[src/rtl/crf_pkg.sv]
`timescale 1ns/1ps
package crf_pkg;
  localparam int WORD_W   = 32;
  // frame address fields
  localparam int HALF_BIT = 22;
  localparam int BT_LSB   = 19;
  localparam int BT_W     = 3;
  localparam int ROW_LSB  = 14;
  localparam int ROW_W    = 5;
  localparam int MAJ_LSB  = 6;
  localparam int MAJ_W    = 8;
  localparam int MIN_W    = 6;
  // packet header fields
  localparam int PT_LSB   = 29;
  localparam int OP_LSB   = 27;
  localparam int REG_LSB  = 13;
  localparam int REG_W    = 5;
  localparam int C1_W     = 11;
  localparam int C2_W     = 27;
  localparam logic [2:0] PT_ONE = 3'd1;
  localparam logic [2:0] PT_TWO = 3'd2;
  localparam logic [1:0] OP_WR  = 2'd2;
  localparam logic [REG_W-1:0] REG_ADDR  = 5'd1;
  localparam logic [REG_W-1:0] REG_FDATA = 5'd2;

  typedef enum logic [1:0] {
    MODE_PASS   = 2'd0,
    MODE_XLATE  = 2'd1,
    MODE_MIRROR = 2'd2
  } mode_e;

  typedef enum logic [1:0] {
    PAY_OTHER = 2'd0,
    PAY_ADDR  = 2'd1,
    PAY_FDATA = 2'd2
  } pay_e;

  function automatic logic [WORD_W-1:0] bit_rev(input logic [WORD_W-1:0] x);
    logic [WORD_W-1:0] r;
    for (int i = 0; i < WORD_W; i++) r[i] = x[WORD_W-1-i];
    return r;
  endfunction

  function automatic logic [WORD_W-1:0] far_relocate(
    input logic [WORD_W-1:0] a,
    input logic [ROW_W-1:0]  row_off,
    input logic [MAJ_W-1:0]  col_off,
    input logic              flip);
    logic [WORD_W-1:0] r;
    r = a;
    r[HALF_BIT]              = a[HALF_BIT] ^ flip;
    r[ROW_LSB +: ROW_W]      = a[ROW_LSB +: ROW_W] + row_off;
    r[MAJ_LSB +: MAJ_W]      = a[MAJ_LSB +: MAJ_W] + col_off;
    return r;
  endfunction
endpackage

[src/rtl/crf_pkt_tracker.sv]
`timescale 1ns/1ps
module crf_pkt_tracker
  import crf_pkg::*;
(
  input  logic              clk,
  input  logic              rst_n,
  input  logic [WORD_W-1:0] word,
  input  logic              fire,
  input  logic              last,
  output logic              is_addr,
  output logic              is_fdata
);
  typedef enum logic {ST_HDR, ST_PAY} st_e;
  st_e             st_q;
  logic [C2_W-1:0] cnt_q;
  pay_e            kind_q;
  logic [REG_W-1:0] last_reg_q;
  logic            last_wr_q;

  logic [2:0]       hdr_pt;
  logic [1:0]       hdr_op;
  logic [REG_W-1:0] hdr_reg;
  logic [C1_W-1:0]  hdr_c1;
  logic [C2_W-1:0]  hdr_c2;

  assign hdr_pt  = word[PT_LSB +: 3];
  assign hdr_op  = word[OP_LSB +: 2];
  assign hdr_reg = word[REG_LSB +: REG_W];
  assign hdr_c1  = word[C1_W-1:0];
  assign hdr_c2  = word[C2_W-1:0];

  always_ff @(posedge clk) begin
    if (!rst_n) begin
      st_q       <= ST_HDR;
      cnt_q      <= '0;
      kind_q     <= PAY_OTHER;
      last_reg_q <= '0;
      last_wr_q  <= 1'b0;
    end else if (fire) begin
      if (last) begin
        st_q  <= ST_HDR;
        cnt_q <= '0;
      end else if (st_q == ST_PAY) begin
        cnt_q <= cnt_q - 1'b1;
        if (cnt_q == C2_W'(1)) st_q <= ST_HDR;
      end else if (hdr_pt == PT_ONE) begin
        last_reg_q <= hdr_reg;
        last_wr_q  <= (hdr_op == OP_WR);
        if (hdr_op == OP_WR && hdr_c1 != '0) begin
          st_q  <= ST_PAY;
          cnt_q <= C2_W'(hdr_c1);
          if (hdr_reg == REG_ADDR && hdr_c1 == C1_W'(1)) kind_q <= PAY_ADDR;
          else if (hdr_reg == REG_FDATA)                 kind_q <= PAY_FDATA;
          else                                           kind_q <= PAY_OTHER;
        end
      end else if (hdr_pt == PT_TWO) begin
        if (last_wr_q && hdr_c2 != '0) begin
          st_q   <= ST_PAY;
          cnt_q  <= hdr_c2;
          kind_q <= (last_reg_q == REG_FDATA) ? PAY_FDATA : PAY_OTHER;
        end
      end
    end
  end

  assign is_addr  = (st_q == ST_PAY) && (kind_q == PAY_ADDR);
  assign is_fdata = (st_q == ST_PAY) && (kind_q == PAY_FDATA);

  AST_PAY_COUNT_LIVE: assert property (@(posedge clk) disable iff (!rst_n)
    (st_q == ST_PAY) |-> (cnt_q != '0));
  AST_ADDR_SINGLE: assert property (@(posedge clk) disable iff (!rst_n)
    (is_addr && fire) |=> !is_addr);
endmodule

[src/rtl/crf_frame_mirror.sv]
`timescale 1ns/1ps
module crf_frame_mirror
  import crf_pkg::*;
#(
  parameter int FRAME_WORDS = 41
) (
  input  logic              clk,
  input  logic              rst_n,
  input  logic              push_valid,
  output logic              push_ready,
  input  logic [WORD_W-1:0] push_data,
  output logic              pop_valid,
  input  logic              pop_ready,
  output logic [WORD_W-1:0] pop_data,
  output logic              empty
);
  localparam int IW  = (FRAME_WORDS > 1) ? $clog2(FRAME_WORDS) : 1;
  localparam int MID = (FRAME_WORDS - 1) / 2;
  localparam logic [IW-1:0] LAST_IDX = IW'(FRAME_WORDS - 1);

  logic [WORD_W-1:0] buf_q [FRAME_WORDS];
  logic [IW-1:0]     fill_q;
  logic [IW-1:0]     drain_q;
  logic              draining_q;
  logic [IW-1:0]     src_idx;
  logic              push_fire;
  logic              frame_full;

  assign push_ready = !draining_q;
  assign push_fire  = push_valid && push_ready;
  assign frame_full = push_fire && (fill_q == LAST_IDX);

  always_ff @(posedge clk) begin
    if (push_fire) buf_q[fill_q] <= push_data;
  end

  always_ff @(posedge clk) begin
    if (!rst_n) begin
      fill_q     <= '0;
      drain_q    <= '0;
      draining_q <= 1'b0;
    end else if (!draining_q) begin
      if (push_fire) begin
        if (frame_full) begin
          fill_q     <= '0;
          drain_q    <= '0;
          draining_q <= 1'b1;
        end else begin
          fill_q <= fill_q + 1'b1;
        end
      end
    end else if (pop_ready) begin
      if (drain_q == LAST_IDX) draining_q <= 1'b0;
      else                     drain_q    <= drain_q + 1'b1;
    end
  end

  assign src_idx   = LAST_IDX - drain_q;
  assign pop_valid = draining_q;
  assign pop_data  = (drain_q == IW'(MID)) ? buf_q[MID] : bit_rev(buf_q[src_idx]);
  assign empty     = !draining_q && (fill_q == '0);

  AST_FRAME_AFTER_PUSH: assert property (@(posedge clk) disable iff (!rst_n)
    $rose(pop_valid) |-> $past(push_valid && push_ready));
  AST_DRAIN_HOLD: assert property (@(posedge clk) disable iff (!rst_n)
    (pop_valid && !pop_ready) |=> (pop_valid && $stable(pop_data)));
  AST_NO_FILL_WHILE_DRAIN: assert property (@(posedge clk) disable iff (!rst_n)
    pop_valid |=> (pop_valid || $stable(fill_q)));
endmodule

[src/rtl/crf_ctrl_regs.sv]
`timescale 1ns/1ps
module crf_ctrl_regs
  import crf_pkg::*;
(
  input  logic             clk,
  input  logic             rst_n,
  input  logic             cfg_we,
  input  logic [1:0]       cfg_sel,
  input  logic [7:0]       cfg_wdata,
  input  logic             load_en,
  output logic [1:0]       mode,
  output logic [ROW_W-1:0] row_off,
  output logic [MAJ_W-1:0] col_off,
  output logic             flip
);
  logic [1:0]       sh_mode;
  logic [ROW_W-1:0] sh_row;
  logic [MAJ_W-1:0] sh_col;
  logic             sh_flip;

  always_ff @(posedge clk) begin
    if (!rst_n) begin
      sh_mode <= MODE_PASS;
      sh_row  <= '0;
      sh_col  <= '0;
      sh_flip <= 1'b0;
    end else if (cfg_we) begin
      case (cfg_sel)
        2'd0:    sh_mode <= cfg_wdata[1:0];
        2'd1:    sh_row  <= cfg_wdata[ROW_W-1:0];
        2'd2:    sh_col  <= cfg_wdata[MAJ_W-1:0];
        default: sh_flip <= cfg_wdata[0];
      endcase
    end
  end

  always_ff @(posedge clk) begin
    if (!rst_n) begin
      mode    <= MODE_PASS;
      row_off <= '0;
      col_off <= '0;
      flip    <= 1'b0;
    end else if (load_en) begin
      mode    <= sh_mode;
      row_off <= sh_row;
      col_off <= sh_col;
      flip    <= sh_flip;
    end
  end
endmodule

[src/rtl/cfg_reloc_filter.sv]
`timescale 1ns/1ps
module cfg_reloc_filter
  import crf_pkg::*;
#(
  parameter int FRAME_WORDS = 41
) (
  input  logic        clk,
  input  logic        rst_n,
  input  logic        in_valid,
  output logic        in_ready,
  input  logic [31:0] in_data,
  input  logic        in_last,
  output logic        out_valid,
  input  logic        out_ready,
  output logic [31:0] out_data,
  input  logic        cfg_we,
  input  logic [1:0]  cfg_sel,
  input  logic [7:0]  cfg_wdata
);
  logic [1:0]       mode_act;
  logic [ROW_W-1:0] row_act;
  logic [MAJ_W-1:0] col_act;
  logic             flip_act;

  logic stream_open_q;
  logic cfg_idle;
  logic in_fire;
  logic p_addr, p_fdata;
  logic xlate_on, mirror_on, to_mirror;
  logic mir_push_valid, mir_push_ready;
  logic mir_pop_valid;
  logic [WORD_W-1:0] mir_pop_data;
  logic mir_empty;
  logic [WORD_W-1:0] addr_new;

  assign xlate_on  = (mode_act == MODE_XLATE) || (mode_act == MODE_MIRROR);
  assign mirror_on = (mode_act == MODE_MIRROR);
  assign to_mirror = mirror_on && p_fdata;
  assign cfg_idle  = !stream_open_q && mir_empty;

  crf_ctrl_regs u_regs (
    .clk(clk), .rst_n(rst_n),
    .cfg_we(cfg_we), .cfg_sel(cfg_sel), .cfg_wdata(cfg_wdata),
    .load_en(cfg_idle),
    .mode(mode_act), .row_off(row_act), .col_off(col_act), .flip(flip_act)
  );

  crf_pkt_tracker u_trk (
    .clk(clk), .rst_n(rst_n),
    .word(in_data), .fire(in_fire), .last(in_last),
    .is_addr(p_addr), .is_fdata(p_fdata)
  );

  assign mir_push_valid = in_valid && to_mirror && !mir_pop_valid;

  crf_frame_mirror #(.FRAME_WORDS(FRAME_WORDS)) u_mir (
    .clk(clk), .rst_n(rst_n),
    .push_valid(mir_push_valid), .push_ready(mir_push_ready), .push_data(in_data),
    .pop_valid(mir_pop_valid), .pop_ready(out_ready), .pop_data(mir_pop_data),
    .empty(mir_empty)
  );

  assign addr_new = far_relocate(in_data, row_act, col_act, flip_act);

  always_comb begin
    if (mir_pop_valid) begin
      in_ready  = 1'b0;
      out_valid = 1'b1;
      out_data  = mir_pop_data;
    end else if (to_mirror) begin
      in_ready  = mir_push_ready;
      out_valid = 1'b0;
      out_data  = in_data;
    end else begin
      in_ready  = out_ready;
      out_valid = in_valid;
      out_data  = (xlate_on && p_addr) ? addr_new : in_data;
    end
  end

  assign in_fire = in_valid && in_ready;

  always_ff @(posedge clk) begin
    if (!rst_n)       stream_open_q <= 1'b0;
    else if (in_fire) stream_open_q <= !in_last;
  end

  AST_PASS_THROUGH: assert property (@(posedge clk) disable iff (!rst_n)
    (mode_act == MODE_PASS && in_valid && !mir_pop_valid)
      |-> (out_valid && out_data == in_data && in_ready == out_ready));
  AST_ADDR_KEEPS_FIELDS: assert property (@(posedge clk) disable iff (!rst_n)
    (in_fire && p_addr)
      |-> (out_data[MIN_W-1:0] == in_data[MIN_W-1:0]
           && out_data[BT_LSB +: BT_W] == in_data[BT_LSB +: BT_W]
           && out_data[31:HALF_BIT+1] == in_data[31:HALF_BIT+1]));
  AST_CFG_HELD: assert property (@(posedge clk) disable iff (!rst_n)
    stream_open_q |=> $stable({mode_act, row_act, col_act, flip_act}));
  AST_STALL_FOLLOWS: assert property (@(posedge clk) disable iff (!rst_n)
    (!out_ready && !to_mirror) |-> !in_ready);
  AST_IDLE_QUIET: assert property (@(posedge clk) disable iff (!rst_n)
    (!in_valid && !mir_pop_valid) |-> !out_valid);
endmodule

[config.mk]
export PLATFORM = sky130hd
export DESIGN_NAME = cfg_reloc_filter
export DESIGN_NICKNAME = d
export VERILOG_FILES = /design/src/rtl/crf_pkg.sv /design/src/rtl/crf_pkt_tracker.sv /design/src/rtl/crf_frame_mirror.sv /design/src/rtl/crf_ctrl_regs.sv /design/src/rtl/cfg_reloc_filter.sv
export SDC_FILE = /design/constraint.sdc
export NUM_CORES = 2
export LEC_CHECK = 0
export CAP_MARGIN = 10
export CELL_PAD_IN_SITES_DETAIL_PLACEMENT = 1
export CELL_PAD_IN_SITES_GLOBAL_PLACEMENT = 1
export CORE_MARGIN = 2
export CORE_UTILIZATION = 50
export CTS_BUF_LIST = sky130_fd_sc_hd__clkbuf_8 sky130_fd_sc_hd__clkbuf_16
export DETAILED_ROUTE_END_ITERATION = 6
export HOLD_SLACK_MARGIN = 0.12
export PLACE_DENSITY_LB_ADDON = 0.1
export SLEW_MARGIN = 20
export SYNTH_ARGS = -nofsm -noshare
export SYNTH_HDL_FRONTEND = slang
export SYNTH_SLANG_ARGS = --single-unit
[constraint.sdc]
create_clock -name clk -period 6.6 [get_ports clk]
set_clock_uncertainty 0.15 [all_clocks]
set_input_delay 1.32 -clock clk [delete_from_list [all_inputs] [get_ports clk]]
set_output_delay 1.32 -clock clk [all_outputs]
set_load 0.03 [all_outputs]
==> metrics.txt <==
# TYPE chip_impl_metric gauge
chip_impl_info{name="run_status",value="completed"} 1
chip_impl_metric{name="post_cts_setup_repair_buffer_count",unit=""} 0
chip_impl_metric{name="die_area",unit="um2"} 114000
chip_impl_metric{name="reg2regPathDepth",unit=""} 6
chip_impl_metric{name="final_weighted_congestion_in_routability_driven_placement",unit=""} 0.833
chip_impl_info{name="rr_endpoint",value="u_mir.buf_q[15][13]$_DFFE_PP_"} 1
chip_impl_metric{name="fin_crit_sh",unit="%"} 97.6
chip_impl_metric{name="max-cap-violations",unit=""} 0
chip_impl_metric{name="ys_warn_count",unit=""} 0
chip_impl_metric{name="drt-wirelength-per-cell",unit="um"} 34.8
chip_impl_metric{name="power_per_cell_area",unit="nW/um2"} 281
chip_impl_metric{name="postPlaceCellArea",unit="um2"} 59100
chip_impl_metric{name="antenna_found_initial",unit=""} 5
chip_impl_metric{name="syn-cell-area",unit="um2"} 55600
chip_impl_metric{name="setup_violations",unit=""} 0
chip_impl_metric{name="total_clock_buffers_created_by_cts",unit=""} 147
chip_impl_metric{name="relSlewSlack",unit="%"} 18.3
chip_impl_info{name="whs_endpoint",value="u_regs.col_off[4]$_SDFFE_PN0P_"} 1
chip_impl_metric{name="fin_area",unit="um2"} 63700
chip_impl_metric{name="max_slew.worst_pin.slew",unit="ps"} 1230
chip_impl_metric{name="hold_viol_final",unit=""} 0
chip_impl_metric{name="leakagePower",unit="uW"} 0.0199
chip_impl_metric{name="detailroute.wirelength.met2",unit="um"} 80200
chip_impl_metric{name="critical_path_arrival",unit="ps"} 4970
chip_impl_info{name="rsz0062_at_grt",value="false"} 1
chip_impl_info{name="clock_tree_from_tritoncts",value="yes"} 1
chip_impl_metric{name="drtAntennaViolNets",unit=""} 0
chip_impl_info{name="dr.max_layer_used",value="met4"} 1
chip_impl_metric{name="holdBufCountCts",unit=""} 0
chip_impl_metric{name="clk_path_buf_depth",unit=""} 3
chip_impl_metric{name="core_area",unit="um2"} 111000
chip_impl_metric{name="number_of_buffers_inserted_by_port_buffering",unit=""} 81
chip_impl_metric{name="area_delta_synth_final",unit="%"} 14.5
chip_impl_metric{name="residual_drc",unit=""} 0
chip_impl_metric{name="synthesis.nets",unit=""} 3054
chip_impl_metric{name="fmaxAchievable",unit="MHz"} 155
chip_impl_metric{name="yosys_register_bits",unit=""} 1394
chip_impl_info{name="hold_path.class",value="reg2reg"} 1
chip_impl_metric{name="boundaryPins",unit=""} 82
chip_impl_metric{name="grt_pass1_vias",unit=""} 32000
chip_impl_metric{name="netSwitchingFraction",unit="%"} 20.5
chip_impl_metric{name="n_fill_cell",unit=""} 9672
chip_impl_metric{name="number_of_cells_traversed_by_the_worst_hold_path",unit=""} 2
chip_impl_metric{name="place.detailed.hpwl",unit="um"} 102000
chip_impl_metric{name="finalCriticalPeriod",unit="ps"} 6440
chip_impl_metric{name="maxSlewViolCount",unit=""} 0
chip_impl_metric{name="cts_max_level",unit=""} 4
chip_impl_metric{name="yosys.cell_types.count",unit=""} 77
chip_impl_info{name="cp-end-kind",value="primary output"} 1
chip_impl_metric{name="ir_worst_vdd",unit="mV"} 0.277
chip_impl_metric{name="post-place-cells",unit=""} 4523
chip_impl_metric{name="routed_metal_1_wire_length",unit="um"} 68300
chip_impl_metric{name="placementRows",unit=""} 122
chip_impl_info{name="min_from",value="u_regs.sh_col[4]$_SDFFE_PN0P_"} 1
chip_impl_metric{name="cts_repair_resize_count",unit=""} 1
chip_impl_metric{name="timing.critical_path.required",unit="ps"} 5130
chip_impl_info{name="synthFlopType",value="sky130_fd_sc_hd__edfxtp_1"} 1
chip_impl_info{name="kind_of_start_point_of_the_critical_path",value="register"} 1
chip_impl_metric{name="synth_cells",unit=""} 2986
chip_impl_metric{name="layout-drive-gt1-share",unit="%"} 23.5
chip_impl_metric{name="placement.setup.worst_slack",unit="ps"} 785
chip_impl_metric{name="num-nets-final",unit=""} 3254
chip_impl_metric{name="avgViaCountPerCell",unit=""} 6.45
chip_impl_metric{name="first_iter_violations",unit=""} 3668
chip_impl_metric{name="power.net_switching",unit="uW"} 3660
chip_impl_info{name="type_of_the_worst_setup_path",value="reg2out"} 1
chip_impl_info{name="cts.root.buffer_cell",value="sky130_fd_sc_hd__clkbuf_16"} 1
chip_impl_metric{name="detailroute.wirelength.met3",unit="um"} 13000
chip_impl_metric{name="timing.final.ws_setup",unit="ps"} 158
chip_impl_metric{name="path_clk_slew",unit="ps"} 60
chip_impl_metric{name="globalRouteTotalUtil",unit="%"} 29.9
chip_impl_metric{name="fraction_of_registers_with_async_set_reset",unit="%"} 0
chip_impl_metric{name="start_util",unit="%"} 50.3
chip_impl_metric{name="postRouteWirelength",unit="um"} 167000
chip_impl_metric{name="reg2reg_slack",unit="ps"} 2430
chip_impl_metric{name="grt_first_pass_wirelength",unit="um"} 239000
chip_impl_metric{name="yosysSeqAreaShare",unit="%"} 73.8
chip_impl_metric{name="drt_first_pass_iters",unit=""} 5
chip_impl_metric{name="maximum_number_of_pins_on_one_net_before_global_route_repair",unit=""} 113
chip_impl_metric{name="gr-total-overflow",unit=""} 0
chip_impl_metric{name="power_frac_seq",unit="%"} 54.1
chip_impl_metric{name="post_layout_nonfiller_instances",unit=""} 4787
chip_impl_metric{name="p_int",unit="uW"} 14200
chip_impl_metric{name="total_neg_setup_slack",unit="ps"} 0
chip_impl_metric{name="syn_avg_cell_area",unit="um2"} 18.6
chip_impl_metric{name="critPathMaxFanout",unit=""} 22
chip_impl_metric{name="clock_sinks",unit=""} 1394
chip_impl_metric{name="worst_skew_pair_latency",unit="ps"} 740
chip_impl_metric{name="clock_power_share",unit="%"} 43.7
chip_impl_metric{name="detailroute.via_count",unit=""} 30900
chip_impl_metric{name="die_height",unit="um"} 337
chip_impl_metric{name="synth_edf_count",unit=""} 1312
chip_impl_info{name="reg2reg_from",value="u_mir.pop_valid$_SDFF_PN0_"} 1
chip_impl_metric{name="die_width",unit="um"} 337
chip_impl_metric{name="combinational_power_share",unit="%"} 2.2
synthesized netlist by cell type (all sizes together), types with 3 or more instances:
cell type / n / area, um2
edfxtp: 1312 / 39400
mux4: 332 / 7480
nand2: 299 / 1120
o21ai: 97 / 485
nor2: 95 / 359
clkbuf: 91 / 352
buf: 89 / 459
dfxtp: 82 / 1640
nand3: 68 / 340
nor3: 52 / 275
o211ai: 48 / 360
mux2i: 46 / 460
a21oi: 34 / 170
nor2b: 29 / 181
a31oi: 28 / 175
xor2: 27 / 236
a21boi: 22 / 165
inv: 21 / 78.8
o221ai: 19 / 166
ha: 18 / 225
xnor2: 16 / 140
a22o: 14 / 124
a311oi: 14 / 123
nor4: 13 / 109
o22ai: 10 / 62.6
or3: 10 / 72.6
nand3b: 8 / 60.1
nand4: 8 / 50.1
and3: 6 / 37.5
nand2b: 6 / 37.5
or4: 6 / 48.8
a21o: 5 / 37.5
o2111ai: 5 / 43.8
o21a: 5 / 37.5
or2: 5 / 31.3
a211oi: 4 / 30.0
nor3b: 4 / 41.3
a22oi: 3 / 22.5
and2: 3 / 20.0
or3b: 3 / 28.8
per-stage QoR:
step / utilization (%) / hold WS [ps] / power [uW]
2_1_floorplan: - / 290 / 9960
3_3_place_gp: 53.4 / 307 / 10200
3_5_place_dp: 53.5 / 317 / 10200
4_1_cts: 57.6 / 325 / 18000
5_1_grt: 57.6 / 351 / 18300
6_report: 57.6 / 322 / 17900
power by group through the flow:
stage               Clock [uW]  Sequential, uW  Combinational, uW
finish                    7810            9670                389
floorplan                    0            9860                106
global route              8230            9670                410
CTS                       7900            9670                387
detailed placement           0            9860                387
global placement             0            9860                369
state kept, by name, summed over array words and instances, names as in the netlist, 5 cells and up:
name	flops
u_mir.buf_q	1312
u_mir.drain_q	6
u_mir.fill_q	6
u_regs.col_off	8
u_regs.row_off	5
u_regs.sh_col	8
u_regs.sh_row	5
u_trk.cnt_q	27
u_trk.last_reg_q	5
critical path: stages (launching register included):
cell,delay (ps)
sky130_fd_sc_hd__dfxtp_4,570
sky130_fd_sc_hd__inv_1,150
sky130_fd_sc_hd__ha_4,580
sky130_fd_sc_hd__buf_4,440
sky130_fd_sc_hd__buf_4,360
sky130_fd_sc_hd__mux4_2,250
sky130_fd_sc_hd__mux2i_1,90
sky130_fd_sc_hd__o211ai_1,340
sky130_fd_sc_hd__o221ai_1,190
sky130_fd_sc_hd__o21ai_1,420
sky130_fd_sc_hd__clkdlybuf4s50_1,780
layout by cell type (no fill, tap or decap), types with 48 or more instances in the layout:
cell and n:
sky130_fd_sc_hd__edfxtp_1 1312, sky130_fd_sc_hd__mux4_2 332, sky130_fd_sc_hd__nand2_1 299, sky130_fd_sc_hd__clkbuf_16 152, sky130_fd_sc_hd__buf_4 132, sky130_fd_sc_hd__o21ai_0 92, sky130_fd_sc_hd__dfxtp_1 80, sky130_fd_sc_hd__nand3_1 68
sky130_fd_sc_hd__inv_1 58, sky130_fd_sc_hd__nor2_1 54, sky130_fd_sc_hd__clkdlybuf4s50_1 54, sky130_fd_sc_hd__nor3_1 48, sky130_fd_sc_hd__o211ai_1 48
area by class of cell:
cell class                 instances  area, um2  share of cell area, %
clock buffer                     152       3800                   5.97
multi-input combinational       1391      14100                   22.1
antenna                            3       7.51                 0.0118
clock inverter                   107        681                   1.07
inverter                          21       78.8                  0.124
sequential                      1394      41000                   64.5
timing repair buffer             231       2110                   3.31
tap                             1488       1860                   2.92
routing by layer:
metal  track usage [%]  vias to the layer above
li1                  -                    12500
met3              4.85                      265
met1              42.5                    16600
met4              10.3                        0
met5                 0                        -
met2              47.6                     1479
cell families (layout without fill, tap and decap cells):
kind of cell	count (synthesis)	in the layout	share of synthesized area (%)
other	0	3	0
AO/OA/AOI/OAI	325	325	3.89
AND/OR/NAND/NOR	623	623	5.20
XOR/XNOR	43	43	0.678
multiplexers	380	380	14.3
adder cells (fa/ha/maj)	20	20	0.477
flip-flops	1394	1394	73.8
buffers and inverters	201	511	1.60
how the worst max path moves through the flow:
stage	slack [ps]	depth (start not counted)	from	end
after global routing	40	8	u_mir.drain_q[0]$_SDFFE_PN0P_	out_data[4]
final	160	10	u_mir.drain_q[0]$_SDFFE_PN0P_	out_data[4]
after detailed placement	790	10	u_mir.drain_q[0]$_SDFFE_PN0P_	out_data[4]
after CTS	170	10	u_mir.drain_q[0]$_SDFFE_PN0P_	out_data[4]
after floorplan	1370	15	u_mir.drain_q[0]$_SDFFE_PN0P_	out_data[25]
after global placement	890	8	u_mir.drain_q[0]$_SDFFE_PN0P_	out_data[4]
No activity file was read; power rests on OpenSTA's default activity.
